[src/rtl/seq_run_pkg.sv]
package seq_run_pkg;

    // Classification of one clock edge by the run controller.
    typedef enum logic [2:0] {
        ACT_IDLE      = 3'd0,  // no accepted sample
        ACT_ZERO_MORE = 3'd1,  // zero extending the current zero run
        ACT_RESTART   = 3'd2,  // zero after a one: new candidate run
        ACT_ONE_MORE  = 3'd3,  // one extending a qualified ones run
        ACT_ONE_STRAY = 3'd4   // one arriving before the zero run qualifies
    } run_act_e;

    // Control bundle for one saturating run counter.
    typedef struct packed {
        logic clr;
        logic en;
    } cnt_ctrl_t;

endpackage

[src/rtl/rl_sat_counter.sv]
module rl_sat_counter #(
    parameter int LIMIT = 16,
    localparam int W = $clog2(LIMIT + 1)
) (
    input  logic         clk,
    input  logic         rst,
    input  logic         clr_i,
    input  logic         en_i,
    output logic [W-1:0] count_o
);
    localparam logic [W-1:0] LIM = W'(LIMIT);

    logic [W-1:0] count_d, count_q;

    // clr with en loads 1: the current sample is the first of a new run.
    always_comb begin
        count_d = count_q;
        if (clr_i) begin
            count_d = en_i ? W'(1) : '0;
        end else if (en_i && (count_q != LIM)) begin
            count_d = count_q + W'(1);
        end
    end

    always_ff @(posedge clk) begin
        if (rst) count_q <= '0;
        else     count_q <= count_d;
    end

    assign count_o = count_q;

    AST_CNT_NO_OVERFLOW: assert property (@(posedge clk) disable iff (rst)
        count_q <= LIM);
    AST_CNT_SATURATE: assert property (@(posedge clk) disable iff (rst)
        (en_i && !clr_i && count_q == LIM) |=> (count_q == LIM));
    AST_CNT_IDLE_HOLD: assert property (@(posedge clk) disable iff (rst)
        (!en_i && !clr_i) |=> $stable(count_q));

endmodule

[src/rtl/rl_run_ctrl.sv]
module rl_run_ctrl
    import seq_run_pkg::*;
(
    input  logic      clk,
    input  logic      rst,
    input  logic      smp_valid_i,
    input  logic      smp_bit_i,
    input  logic      zero_ok_i,
    output cnt_ctrl_t zero_ctl_o,
    output cnt_ctrl_t one_ctl_o
);
    typedef struct packed {
        logic prev_one;
    } ctrl_state_t;

    ctrl_state_t st_d, st_q;
    run_act_e    act;

    always_comb begin
        st_d = st_q;
        act  = ACT_IDLE;
        if (smp_valid_i) begin
            st_d.prev_one = smp_bit_i;
            if (!smp_bit_i) act = st_q.prev_one ? ACT_RESTART : ACT_ZERO_MORE;
            else            act = zero_ok_i ? ACT_ONE_MORE : ACT_ONE_STRAY;
        end
    end

    always_comb begin
        zero_ctl_o = '0;
        one_ctl_o  = '0;
        unique case (act)
            ACT_ZERO_MORE: zero_ctl_o.en = 1'b1;
            ACT_RESTART: begin
                zero_ctl_o.clr = 1'b1;
                zero_ctl_o.en  = 1'b1;
                one_ctl_o.clr  = 1'b1;
            end
            ACT_ONE_MORE:  one_ctl_o.en = 1'b1;
            default: ;
        endcase
    end

    always_ff @(posedge clk) begin
        if (rst) st_q <= '0;
        else     st_q <= st_d;
    end

    AST_ONE_NEEDS_ZEROS: assert property (@(posedge clk) disable iff (rst)
        one_ctl_o.en |-> zero_ok_i);
    AST_NO_ACTION_IDLE: assert property (@(posedge clk) disable iff (rst)
        !smp_valid_i |-> (zero_ctl_o == '0 && one_ctl_o == '0));

endmodule

[src/rtl/rl_match.sv]
module rl_match #(
    parameter int ZERO_RUN = 15,
    parameter int ONE_RUN  = 17,
    localparam int ZW = $clog2(ZERO_RUN + 2),
    localparam int OW = $clog2(ONE_RUN + 2)
) (
    input  logic          clk,
    input  logic          rst,
    input  logic          smp_valid_i,
    input  logic          smp_bit_i,
    input  logic [ZW-1:0] zero_cnt_i,
    input  logic [OW-1:0] one_cnt_i,
    output logic          zero_ok_o,
    output logic          detect_o
);
    localparam logic [ZW-1:0] ZERO_REQ  = ZW'(ZERO_RUN);
    localparam logic [OW-1:0] ONE_FINAL = OW'(ONE_RUN - 1);

    typedef struct packed {
        logic detect;
    } match_state_t;

    match_state_t st_d, st_q;

    assign zero_ok_o = (zero_cnt_i >= ZERO_REQ);

    // Fires on the sample that moves the one count to ONE_RUN.
    always_comb begin
        st_d.detect = smp_valid_i && smp_bit_i && zero_ok_o &&
                      (one_cnt_i == ONE_FINAL);
    end

    always_ff @(posedge clk) begin
        if (rst) st_q <= '0;
        else     st_q <= st_d;
    end

    assign detect_o = st_q.detect;

endmodule

[src/rtl/run_len_seq_detector.sv]
module run_len_seq_detector
    import seq_run_pkg::*;
#(
    parameter int ZERO_RUN = 15,
    parameter int ONE_RUN  = 17
) (
    input  logic clk,
    input  logic rst,
    input  logic smp_valid,
    input  logic smp_bit,
    output logic detect
);
    localparam int ZLIM = ZERO_RUN + 1;
    localparam int OLIM = ONE_RUN + 1;
    localparam int ZW   = $clog2(ZLIM + 1);
    localparam int OW   = $clog2(OLIM + 1);
    localparam logic [ZW-1:0] ZERO_REQ = ZW'(ZERO_RUN);
    localparam logic [OW-1:0] ONE_REQ  = OW'(ONE_RUN);

    cnt_ctrl_t     zero_ctl, one_ctl;
    logic [ZW-1:0] zero_cnt;
    logic [OW-1:0] one_cnt;
    logic          zero_ok;

    rl_run_ctrl u_ctrl (
        .clk         (clk),
        .rst         (rst),
        .smp_valid_i (smp_valid),
        .smp_bit_i   (smp_bit),
        .zero_ok_i   (zero_ok),
        .zero_ctl_o  (zero_ctl),
        .one_ctl_o   (one_ctl)
    );

    rl_sat_counter #(.LIMIT(ZLIM)) u_zero_cnt (
        .clk     (clk),
        .rst     (rst),
        .clr_i   (zero_ctl.clr),
        .en_i    (zero_ctl.en),
        .count_o (zero_cnt)
    );

    rl_sat_counter #(.LIMIT(OLIM)) u_one_cnt (
        .clk     (clk),
        .rst     (rst),
        .clr_i   (one_ctl.clr),
        .en_i    (one_ctl.en),
        .count_o (one_cnt)
    );

    rl_match #(.ZERO_RUN(ZERO_RUN), .ONE_RUN(ONE_RUN)) u_match (
        .clk         (clk),
        .rst         (rst),
        .smp_valid_i (smp_valid),
        .smp_bit_i   (smp_bit),
        .zero_cnt_i  (zero_cnt),
        .one_cnt_i   (one_cnt),
        .zero_ok_o   (zero_ok),
        .detect_o    (detect)
    );

    AST_DET_ONE_CYCLE: assert property (@(posedge clk) disable iff (rst)
        detect |=> !detect);
    AST_DET_QUALIFIED: assert property (@(posedge clk) disable iff (rst)
        detect |-> (zero_cnt >= ZERO_REQ && one_cnt == ONE_REQ));
    AST_ONES_AFTER_ZEROS: assert property (@(posedge clk) disable iff (rst)
        (one_cnt != '0) |-> (zero_cnt >= ZERO_REQ));
    AST_RESTART_LOAD: assert property (@(posedge clk) disable iff (rst)
        (smp_valid && !smp_bit && one_cnt != '0) |=>
        (zero_cnt == ZW'(1) && one_cnt == '0));

endmodule

[config.mk]
export PLATFORM = sky130hd
export DESIGN_NAME = run_len_seq_detector
export DESIGN_NICKNAME = d
export VERILOG_FILES = /design/src/rtl/seq_run_pkg.sv /design/src/rtl/rl_sat_counter.sv /design/src/rtl/rl_run_ctrl.sv /design/src/rtl/rl_match.sv /design/src/rtl/run_len_seq_detector.sv
export SDC_FILE = /design/constraint.sdc
export NUM_CORES = 1
export LEC_CHECK = 0
export ABC_AREA = 1
export ABC_CLOCK_PERIOD_IN_PS = 3400
export BUFFER_PORTS_ARGS = -buffer_cell sky130_fd_sc_hd__buf_4
export CAP_MARGIN = 10
export CORE_MARGIN = 5
export CORE_UTILIZATION = 40
export DETAILED_ROUTE_END_ITERATION = 7
export SKIP_LAST_GASP = 1
export SYNTH_ARGS = -nofsm -noshare
export SYNTH_HDL_FRONTEND = slang
export SYNTH_HIERARCHICAL = 1
export SYNTH_SLANG_ARGS = --single-unit
[constraint.sdc]
create_clock -name clk -period 3.4 [get_ports clk]
set_clock_uncertainty 0.15 [all_clocks]
set_input_delay 0.68 -clock clk [delete_from_list [all_inputs] [get_ports clk]]
set_output_delay 0.68 -clock clk [all_outputs]
set_load 0.1 [all_outputs]
==> metrics.txt <==
post-synthesis sequential area ratio between 30% and 40%; synthesis-to-finish area growth 10.70%; Hold Vio Cnt, Final 0; global-route wire length before repair 2.187 mm; count of cell types in the netlist 15; post-route antenna net violation count 0; Hold WC Path Type register to register; Reg clk slew, reported paths 80 ps; Tmin final 1731 ps; Initial Util 41.76%; fin crit share ~50%; Power per Cell Area around 330 nW/um^2; root buffer cell clkbuf_4; cts hold-fix bufs 0; maximum vdd drop about 160 uV; r2r worst-path depth 8; clock latency at the later pin of the worst-skew pair 270 ps; post-CTS setup buffer count 0; Rows 15; die width 52.23 um; gpl congestion 0.7923; Largest stage delay, worst path just under 400 ps; CP Max Fanout 10; P_leak about 0.00034 uW; CP Class input port to register; share of the synthesized area in the top cell type 33.68%; vias in the first global route 531; largest net degree at the start of global routing 11; die height around 52 um; DRC violations left 0; Post-Syn Instances around 110; CP cell instances buf_4 -> inv_1 -> nand2_2 -> nor2_1 -> inv_1 -> nand2_2 -> nand2_1 -> a21oi_1; synth cell count leaders inv_1, nand2_1, nor2_1; final setup fails 0; TNS Setup 0 ps; Slew @ Worst Pin 500.7 ps; crit path DAT between 1500 and 2000 ps; leading area contributor after synthesis dfxtp_1; Clock Path Buffers 2; Crit. End Element register; cts bufs inserted 3; layout cells sized above 1 between 15 and 20%; Post-synth EDFFs 0; Max Clk Rate 577.7 MHz; io pins 5; vias 602; Pins Over Slew Limit 0; GRT Util Overall 11.34%; slowest stage cell, crit path nor2_1; CTS H-tree depth 1; asr flop ratio synth 0%; CTS resizes 0; r2r setup slk 1850 ps; ys flop type dfxtp_1; relative slew slack 66.50%; top post-synthesis cells by area dfxtp_1, inv_1, nand2_1; Antenna diodes 0; final hold slack 332.7 ps; core area 1708 um^2; Synth Warn # 6; PortBufs 4; hpwl dp 948.2 um; Hold Path Depth 2; Layout fillers 187; Worst path depth 8; initial antenna violation count 0; CP Launch Type input port; WP data required 3450 ps; Buf+Inv Stages, Crit Path 3; Max Cap Viol 0; Mapped Avg Cell Area roughly 6.6 um^2; Synth Cell Area between 700 and 800 um^2; CTS sink count 12; Die Area 2727 um^2; routed len/inst 9.129 um; Mapped Nets 116; Synth Register Bits 12; unrepaired setup endpoints after global routing false; TritonCTS clock tree built; Top Family by Delay on Critical Path simple AND/OR/NAND/NOR gates; fin util 46.23%; post-DR vias/cell 4.331; Final nets 124; wirelength, routed 1.269 mm; status finished, final reports clean; TritonRoute pass-1 iters 4; DRT iter0 DRCs 14; grt ovf 0
==> metal layers <==
metal / part of all wire (%) / wire length (um) / vias to the layer above / track usage [%]
met4: 1.3 / 17 / 0 / 8.936
met2: 37 / 475 / 9 / 15.90
met1: 57 / 726 / 245 / 14.19
met3: 3.9 / 50 / 2 / 3.419
met5: 0 / 0 / - / 0
li1: - / - / 346 / -
==> final timing paths <==
kind                               from              endpoint
setup reg to reg  u_zero_cnt/count_o[0]  u_one_cnt/count_o[3]
setup / recovery                smp_bit  u_one_cnt/count_o[0]
hold / removal     u_one_cnt/count_o[4]  u_one_cnt/count_o[4]
hold reg to reg    u_one_cnt/count_o[4]  u_one_cnt/count_o[4]
==> flip-flops by register name, summed over array words and instances, names as in the netlist <==
name	count
u_match/detect_o	1
u_one_cnt/count_o	5
u_zero_cnt/count_o	5
u_ctrl/st_q	1
==> worst reg2reg max path: stages (launching register included) <==
cell and delay [ps]:
dfxtp_1 430, nand2_1 90, nor2_2 90, nor2_2 50, inv_1 50, and3_2 220
nand4_1 120, o21ai_0 180, a21oi_1 60
==> cell type report <==
| type | instances | area [um^2] | share of cell area, % |
|---|---|---|---|
| Clock buffer | 3 | 22.52 | 2.853 |
| Sequential cell | 12 | 240.2 | 30.43 |
| Timing Repair Buffer | 4 | 30.03 | 3.803 |
| Multi-Input combinational cell | 74 | 386.6 | 48.97 |
| Tap cell | 25 | 31.28 | 3.962 |
| Inverter | 21 | 78.83 | 9.984 |
==> cells by family after synthesis <==
family	synth area share, %
simple gates	34.39
buf+inv	12.11
compound gates	11.58
flops	33.68
fa+ha+maj	7.018
xor+xnor	1.228
==> through the flow <==
step                      setup WS [ps]  std cells  instance area (um^2)  power [uW]
final                              1669        139                 789.5       259.1
after global routing               1458        139                 789.5       276.0
after CTS                          1685        139                 789.5       264.4
after detailed placement           1401        136                 767.0       175.8
after global placement             1434        136                 767.0       175.7
after floorplan                    1661        108                 713.2       167.7
==> power by group <==
part	leakage (uW)	total, uW	internal [uW]	switching, uW
Sequential	0.0000973	147	144	3.83
Combinational	0.000229	25.1	9.98	15.2
Clock	0.0000138	86.5	40.9	45.5
Total	0.000340	259	195	64.5
==> placed cells by master, fill, tap and decap left out, types with 5 or more instances in the layout <==
cell	count
nor2_1	14
inv_1	21
dfxtp_1	12
nand2_2	6
nand3_1	5
nand2_1	21
a21oi_1	7
o21ai_0	6
Note: power is estimated with default switching activity, not from simulation.
